**config.mk**
```make
export PLATFORM = sky130hd
export DESIGN_NAME = flash_cmd_fsm
export DESIGN_NICKNAME = d
export VERILOG_FILES = /design/src/rtl/flash_cmd_fsm.sv
export SDC_FILE = /design/constraint.sdc
export NUM_CORES = 1
export LEC_CHECK = 0
export BUFFER_PORTS_ARGS = -buffer_cell sky130_fd_sc_hd__buf_2
export CAP_MARGIN = 5
export CORE_MARGIN = 10
export CORE_UTILIZATION = 50
export CTS_CLUSTER_SIZE = 24
export DETAILED_ROUTE_END_ITERATION = 7
export MAX_ROUTING_LAYER = met4
export PLACE_DENSITY = 0.72
export SLEW_MARGIN = 5
export SYNTH_ARGS = -nofsm -noshare
export SYNTH_HDL_FRONTEND = slang
export SYNTH_SLANG_ARGS = --single-unit
```
**constraint.sdc**
```tcl
create_clock -name clk -period 3 [get_ports clk]
set_input_delay 0.3 -clock clk [delete_from_list [all_inputs] [get_ports clk]]
set_output_delay 0.3 -clock clk [all_outputs]
set_load 0.02 [all_outputs]
```
**src/rtl/flash_cmd_fsm.sv**
```systemverilog
module flash_cmd_fsm #(
  parameter int ADDR_W    = 19,
  parameter int SECT_W    = 8,
  parameter int PROG_CYC  = 64,
  parameter int ERASE_CYC = 256
) (
  input  logic              clk,
  input  logic              rst_n,
  input  logic              ce_n,
  input  logic              oe_n,
  input  logic              we_n,
  input  logic [ADDR_W-1:0] addr,
  input  logic [7:0]        din,
  input  logic              prot_i,
  output logic [7:0]        dout,
  output logic              dout_oe,
  output logic [ADDR_W-1:0] mem_addr,
  output logic [7:0]        mem_wdata,
  output logic              mem_we,
  input  logic [7:0]        mem_rdata
);
  localparam int MAXC  = (PROG_CYC > ERASE_CYC) ? PROG_CYC : ERASE_CYC;
  localparam int CNT_W = $clog2(MAXC + 1);
  localparam logic [7:0] C_PROG = 8'h10, C_SERASE = 8'h20, C_CHIP = 8'h30,
                         C_CONF = 8'hD0, C_ID = 8'h90, C_RST = 8'hFF;

  typedef enum logic [2:0] {S_READ, S_ID, S_ESET, S_PSET, S_CSET, S_PROG, S_ERASE, S_SETTLE} st_t;

  st_t st;
  logic wr_act, wr_q, rd_act, rd_q, wr_end, rd_end, busy, tog;
  logic [ADDR_W-1:0] a_lat, tgt_a, ptr, last;
  logic [7:0] d_lat, tgt_d;
  logic [CNT_W-1:0] cnt;

  assign wr_act = !ce_n && !we_n && oe_n;
  assign rd_act = !ce_n && !oe_n && we_n;
  assign wr_end = wr_q && !wr_act;
  assign rd_end = rd_q && !rd_act;
  assign busy   = (st == S_PROG) || (st == S_ERASE) || (st == S_SETTLE);

  always_ff @(posedge clk) begin
    if (!rst_n) begin
      st    <= S_READ;
      wr_q  <= 1'b0;
      rd_q  <= 1'b0;
      tog   <= 1'b0;
      a_lat <= '0;
      d_lat <= '0;
      tgt_a <= '0;
      tgt_d <= '0;
      ptr   <= '0;
      last  <= '0;
      cnt   <= '0;
    end else begin
      wr_q <= wr_act;
      rd_q <= rd_act;
      if (wr_act && !wr_q) a_lat <= addr;
      if (wr_act) d_lat <= din;
      if (busy && rd_end) tog <= ~tog;
      case (st)
        S_READ, S_ID:
          if (wr_end) begin
            case (d_lat)
              C_PROG:   if (!prot_i) st <= S_PSET;
              C_SERASE: if (!prot_i) st <= S_ESET;
              C_CHIP:   if (!prot_i) st <= S_CSET;
              C_ID:     st <= S_ID;
              C_RST:    st <= S_READ;
              default:  ;
            endcase
          end
        S_PSET:
          if (wr_end) begin
            if (d_lat == C_RST) st <= S_READ;
            else begin
              tgt_a <= a_lat;
              tgt_d <= d_lat;
              cnt   <= CNT_W'(PROG_CYC - 1);
              st    <= S_PROG;
            end
          end
        S_ESET:
          if (wr_end) begin
            if (d_lat == C_CONF) begin
              ptr   <= {a_lat[ADDR_W-1:SECT_W], {SECT_W{1'b0}}};
              last  <= {a_lat[ADDR_W-1:SECT_W], {SECT_W{1'b1}}};
              tgt_d <= 8'hFF;
              st    <= S_ERASE;
            end else st <= S_READ;
          end
        S_CSET:
          if (wr_end) begin
            if (d_lat == C_CHIP) begin
              ptr   <= '0;
              last  <= '1;
              tgt_d <= 8'hFF;
              st    <= S_ERASE;
            end else st <= S_READ;
          end
        S_PROG:
          if (cnt == '0) st <= S_READ;
          else cnt <= cnt - 1'b1;
        S_ERASE: begin
          ptr <= ptr + 1'b1;
          if (ptr == last) begin
            cnt <= CNT_W'(ERASE_CYC - 1);
            st  <= S_SETTLE;
          end
        end
        S_SETTLE:
          if (cnt == '0) st <= S_READ;
          else cnt <= cnt - 1'b1;
        default: st <= S_READ;
      endcase
    end
  end

  assign mem_we    = ((st == S_PROG) && (cnt == '0)) || (st == S_ERASE);
  assign mem_wdata = (st == S_PROG) ? tgt_d : 8'hFF;
  assign mem_addr  = (st == S_PROG) ? tgt_a : (st == S_ERASE) ? ptr : addr;
  assign dout_oe   = !ce_n && !oe_n;

  always_comb begin
    if (busy)             dout = {~tgt_d[7], tog, 6'b0};
    else if (st == S_ID)  dout = (addr == '0) ? 8'hBF :
                                 (addr == ADDR_W'(1)) ? 8'h04 : 8'h00;
    else                  dout = mem_rdata;
  end

  assert_tog_flip_R11: assert property (@(posedge clk) disable iff (!rst_n)
    (busy && rd_end) |=> (tog != $past(tog)));
  assert_we_only_busy_R2: assert property (@(posedge clk) disable iff (!rst_n)
    mem_we |-> (st == S_PROG || st == S_ERASE));
  assert_erase_ff_R3: assert property (@(posedge clk) disable iff (!rst_n)
    (st == S_ERASE) |-> (mem_we && mem_wdata == 8'hFF));
  assert_prot_block_R8: assert property (@(posedge clk) disable iff (!rst_n)
    (st == S_READ && prot_i && wr_end) |=> (st == S_READ || st == S_ID));
  assert_busy_ignore_R12: assert property (@(posedge clk) disable iff (!rst_n)
    (st == S_SETTLE && wr_end) |=> (st == S_SETTLE || st == S_READ));
  assert_read_quiet_R1: assert property (@(posedge clk) disable iff (!rst_n)
    (st == S_READ) |-> !mem_we);
endmodule

```
==> results.py, run 1 <==
metrics = {
    "critical_path": {
        "required_ns": 2.70,
        "crit_arrival_ns": 2.47,
        "cp_slowest_stage_delay_ns": 0.49,
        "cp_cell_sequence": "nor2_1 > nand2_1 > nand4b_1 > nor4_2 > nand2b_1 > a31oi_1 > buf_2",
        "critPathCaptureType": "primary output",
        "critical_path_class": "flip-flop to primary output",
        "critPathLaunchType": "flip-flop",
        "path_max_fanout": 18,
        "crit_slowest_cell": "dfxtp_1",
    },
    "run": {
        "cap_viol_max_count": 0,
    },
    "final_layout": {
        "final_net_count": 754,
        "final_common_cell": "nand2_1",
        "mostFrequentLayoutCells": "nand2_1, dfxtp_1, a21oi_1",
        "drive_above_1_share": 0.208,
        "areaGrowthSynthToFinish_pct": 15.0,
        "instances_no_fill": 849,
        "num_antenna_cells": 0,
    },
    "global_routing": {
        "grt_pass1_vias": 4822,
        "grt_pass1_wl_mm": 23.8,
        "grt_max_degree": 43,
        "grt_overflow": 0,
        "antenna_found_initial": 0,
        "grt_util_all_layers": 0.201,
    },
    "drt": {
        "vias_per_cell": 5.99,
        "detail-route-antenna-nets": 0,
        "vias": 5086,
        "drc": 0,
        "dr.first_iter.drc_count": 551,
        "wl_per_cell_um": 17.1,
        "drt_pass1_iterations": 5,
        "totalWireLength_mm": 14.5,
    },
    "clock_network": {
        "cts_made_buffers": 9,
        "clockBufferDepth": 2,
        "insertion_delay_ns": 0.38,
        "clk_pin_slew_ns": 0.09,
        "cts_setup_buffers": 0,
        "ctsHoldBuffers": 0,
        "htree_levels": 3,
        "clock_sinks": 100,
        "tritoncts": "done",
        "clock-root-buffer": "clkbuf_8",
    },
    "logic_synthesis": {
        "ys_ff_latch": 100,
        "syn_avg_cell_area_um2": 7.79,
        "synthAdderAreaFrac": 0.00491,
        "synthCells": 654,
        "synth_cell_types": 63,
        "synth_warnings": 0,
        "ys_seq_area_frac": 0.393,
        "yosys.area_share.simple": 0.239,
        "synth_top_family_by_area": "compound AO/OA/AOI/OAI gates",
        "synthFlopType": "dfxtp_1",
        "syn_nets": 697,
        "async_flop_share": 0,
        "syn_area_um2": 5090,
        "synth_edf_count": 0,
        "synthMuxAreaShare": 0.0393,
        "synth_xor_area_frac": 0.0241,
        "synth_compound_area_frac": 0.257,
    },
    "min_path": {
        "min_path_type": "primary input to flip-flop",
    },
    "power_and_ir_drop": {
        "peakVddDrop_uv": 219,
        "internal-power_mw": 1.85,
        "pwr-share-comb": 0.073,
        "p_sw_frac": 0.254,
        "clockPowerShare": 0.380,
        "pwr-share-seq": 0.547,
        "power_density_nw_per_um2": 423,
        "power.switching_mw": 0.629,
        "p_leak_nw": 2.22,
    },
    "timing": {
        "rsz0062_at_grt": "false",
        "tightest_slew_ns": 1.00,
        "period_minus_slack_ns": 2.77,
        "clock_skew_ns": 0.0125,
        "period_share": 0.922,
        "finalHoldViolCount": 0,
        "setup_tns_ns": 0,
        "relSlewSlack": 0.332,
        "fmax_ghz": 0.361,
        "setup_viol": 0,
        "slew_viol_final": 0,
    },
    "placement": {
        "io_buffer_count": 77,
        "place_congestion": 0.855,
        "dp.cells": 833,
        "hpwl_mm": 10.2,
    },
    "floorplan": {
        "rows": 36,
        "die_area_um2": 14600,
        "dieHeight_um": 121,
        "die_w_um": 121,
        "io_pins": 78,
        "start_util": 0.516,
        "core-area_um2": 9860,
    },
    "status": {
        "status": "finished, final reports clean",
    },
}
## power by group through the flow
stage	logic [mW]	clock network (mW)	registers [mW]
finish	0.182	0.942	1.35
global route	0.201	1.00	1.36
CTS	0.184	0.958	1.35
detailed placement	0.183	0	1.38
global placement	0.179	0	1.38
floorplan	0.107	0	1.38
## area by class of cell
| cell class | count | area, um^2 |
|---|---|---|
| tap | 133 | 166 |
| inverter | 8 | 30.0 |
| multi-input combinational | 496 | 2900 |
| clock inverter | 5 | 66.3 |
| clock buffer | 11 | 151 |
| timing repair buffer | 96 | 541 |
| sequential | 100 | 2000 |
| fill | 928 | 4010 |
## critical path: cells and delay by family (launching register included)
family	cells	cell delay (ns)
flops	1	0.49
compound gates	1	0.25
simple gates	5	1.16
buf+inv	1	0.20
## worst paths after layout
kind / start / end / slack (ns) / cells past startpoint
max: st[2] / dout[7] / 0.23 / 7
min: din[6] / d_lat[6] / 0.16 / 3
max reg2reg: st[2] / ptr[12] / 0.32 / 6
min reg2reg: cnt[8] / cnt[8] / 0.45 / 2
## registers in the layout, summed over array words and instances, names as in the netlist
name	cells
a_lat	19
cnt	9
d_lat	8
last	12
ptr	19
rd_q	1
st	3
tgt_a	19
tgt_d	8
tog	1
wr_q	1
## cells in the mapped netlist (3+ instances only)
master	count	share of area
nand2_1	151	0.11
dfxtp_1	100	0.39
a21oi_1	81	0.080
clkbuf_1	45	0.033
o21ai_0	39	0.038
nor2_1	28	0.021
mux2i_1	20	0.039
o221a_2	19	0.042
nand3_1	14	0.014
xnor2_1	10	0.017
nor3_1	9	0.0088
nor4_1	9	0.011
o31ai_1	9	0.013
or3_1	9	0.011
inv_1	8	0.0059
a31oi_1	7	0.0086
nand4_1	7	0.0086
and2_1	6	0.0074
or4_1	6	0.0088
a311oi_1	5	0.0086
nand2b_1	5	0.0061
buf_1	4	0.0029
o211ai_1	4	0.0059
xor2_1	4	0.0069
a211oi_1	3	0.0044
o21a_1	3	0.0044
## stage by stage
step	util	total power [mW]	worst slack [ns]	area, um^2	hold slack, ns
5_1_grt	0.594	2.56	0.0478	5860	0.168
6_report	0.594	2.48	0.233	5860	0.161
3_5_place_dp	0.571	1.57	0.327	5630	0.436
4_1_cts	0.594	2.50	0.185	5860	0.151
2_1_floorplan	-	1.48	0.499	5090	0.413
3_3_place_gp	0.571	1.56	0.458	5630	0.430
## kinds of logic (layout without fill, tap and decap cells)
family	count (synthesis)	after routing
compound gates	197	197
xor+xnor	14	14
fa+ha+maj	2	2
buf+inv	58	120
flops	100	100
mux	20	20
simple gates	263	263
## layer usage
metal / vias up / part of all wire / GRT usage
li1: 2474 / - / -
met1: 2422 / 0.45 / 0.252
met2: 176 / 0.48 / 0.327
met3: 14 / 0.060 / 0.0386
met4: 0 / 0.0097 / 0.0452
met5: - / 0 / -
## what timing repair did
item                       in CTS  in global routing
setup endpoints to repair       1                  0
hold endpoints to repair        0                  0
gates resized for setup         1                  0
Note: power is estimated with default switching activity, not from simulation.
==> inputs of run 2 (changes only) <==
- CORE_MARGIN: 10 -> default
==> run 2 against run 1 <==
Effect of this change:
- global-route usage grew 7.5 points
- clock-buffer cell count did not move
- non-clock buffer count fell by 2
- routed wire length fell by 4.0%
- combinational power fell by 3%
- power grew 2.0%
- first-iteration DRC count down 48%
- flip-flop and latch count unchanged
- critical path depth decreased by 1
- worst hold slack got worse by 0.016 ns
- critical endpoint unchanged
- highest routed layer unchanged
==> results.py, run 2 (synthesis results as in run 1) <==
metrics = {
    "drt": {
        "vias": 5089,
        "detail-route-antenna-nets": 0,
        "totalWireLength_mm": 14.0,
        "wl_per_cell_um": 16.5,
        "drt_pass1_iterations": 6,
        "vias_per_cell": 6.01,
        "drc": 0,
        "dr.first_iter.drc_count": 285,
    },
    "clock_network": {
        "clk_pin_slew_ns": 0.10,
        "insertion_delay_ns": 0.39,
        "cts_made_buffers": 9,
        "clockBufferDepth": 2,
        "tritoncts": "done",
        "ctsHoldBuffers": 0,
        "clock-root-buffer": "clkbuf_8",
        "htree_levels": 3,
        "clock_sinks": 100,
        "cts_setup_buffers": 0,
    },
    "floorplan": {
        "rows": 36,
        "dieHeight_um": 103,
        "die_area_um2": 10600,
        "io_pins": 78,
        "core-area_um2": 9820,
        "start_util": 0.519,
        "die_w_um": 103,
    },
    "final_layout": {
        "post-route-util": 0.596,
        "fillers": 939,
        "drive_above_1_share": 0.206,
        "areaGrowthSynthToFinish_pct": 14.8,
        "num_antenna_cells": 0,
        "reg_top3": "a_lat: 19 flops, ptr: 19 flops, tgt_a: 19 flops",
        "final_area_um2": 5850,
        "instances_no_fill": 847,
        "final_common_cell": "nand2_1",
        "final_net_count": 752,
        "mostFrequentLayoutCells": "nand2_1, dfxtp_1, a21oi_1",
    },
    "timing": {
        "fmax_ghz": 0.375,
        "slew_viol_final": 0,
        "setup_tns_ns": 0,
        "rsz0062_at_grt": "false",
        "setup_viol": 0,
        "clock_skew_ns": 0.0144,
        "relSlewSlack": 0.403,
        "period_minus_slack_ns": 2.66,
        "finalHoldViolCount": 0,
        "tightest_slew_ns": 0.895,
        "fin_ws_ns": 0.336,
        "period_share": 0.888,
    },
    "power_and_ir_drop": {
        "p_leak_nw": 2.21,
        "power_density_nw_per_um2": 432,
        "peakVddDrop_uv": 244,
    },
    "placement": {
        "io_buffer_count": 77,
        "dp.cells": 831,
        "place_area_um2": 5620,
        "hpwl_mm": 9.70,
        "place_congestion": 0.905,
        "dp_slack_ns": 0.401,
    },
    "min_path": {
        "min_path_type": "primary input to flip-flop",
        "hold_depth": 3,
        "hp-start": "din[5]",
    },
    "critical_path": {
        "path_max_fanout": 16,
        "critPathLaunchType": "flip-flop",
        "startpoint": "st[0]",
        "r2r.worst_path.cells": 5,
        "critical_path_class": "flip-flop to primary output",
        "critPathCaptureType": "primary output",
        "crit_arrival_ns": 2.36,
        "required_ns": 2.70,
        "r2r_start": "d_lat[0]",
    },
    "global_routing": {
        "grt_max_degree": 48,
        "grt_util_all_layers": 0.276,
        "grt_pass1_wl_mm": 21.9,
        "antenna_found_initial": 0,
        "grt_pass1_vias": 4490,
        "grt_overflow": 0,
    },
    "run": {
        "cap_viol_max_count": 0,
    },
    "status": {
        "status": "finished, final reports clean",
    },
}
run 2: final timing paths:
kind                   end  slack [ns]
setup reg to reg  tgt_d[7]        0.40
setup / recovery   dout[7]        0.34
hold / removal    d_lat[5]        0.14
hold reg to reg     cnt[8]        0.46
run 2: final cells by class:
class	instances	area, um^2	share of cell area
Tap cell	133	166	0.0284
Timing Repair Buffer	94	526	0.0898
Multi-Input combinational cell	496	2900	0.496
Inverter	8	30.0	0.00513
Clock inverter	5	83.8	0.0143
Clock buffer	11	141	0.0242
Sequential cell	100	2000	0.342
run 2: report_power, final:
| group | internal [mW] | switching [mW] |
|---|---|---|
| clock network | 0.498 | 0.499 |
| registers | 1.34 | 0.0151 |
| logic | 0.0649 | 0.112 |
| total | 1.90 | 0.626 |
run 2: metal layers:
metal	wire (um)	track usage
met2	6650	0.444
met4	328	0.107
met5	0	-
met3	821	0.0475
met1	6160	0.346
run 2: metrics by stage:
step | hold WS (ns) | total power, mW
floorplan | 0.413 | 1.48
global placement | 0.429 | 1.56
detailed placement | 0.433 | 1.56
CTS | 0.138 | 2.54
global route | 0.145 | 2.60
finish | 0.144 | 2.53
run 2: worst max-delay path, cell delays in order (launching register included):
cell and delay [ns]:
dfxtp_2 0.53, nand2_1 0.17, nand4b_1 0.23, nor4_2 0.33, nand2b_1 0.25, a31oi_1 0.27, buf_2 0.20
run 2: repair_timing:
item                       4_1_cts  5_1_grt
setup endpoints to repair        1        1
resized for setup                1        1
gates cloned                     0        0
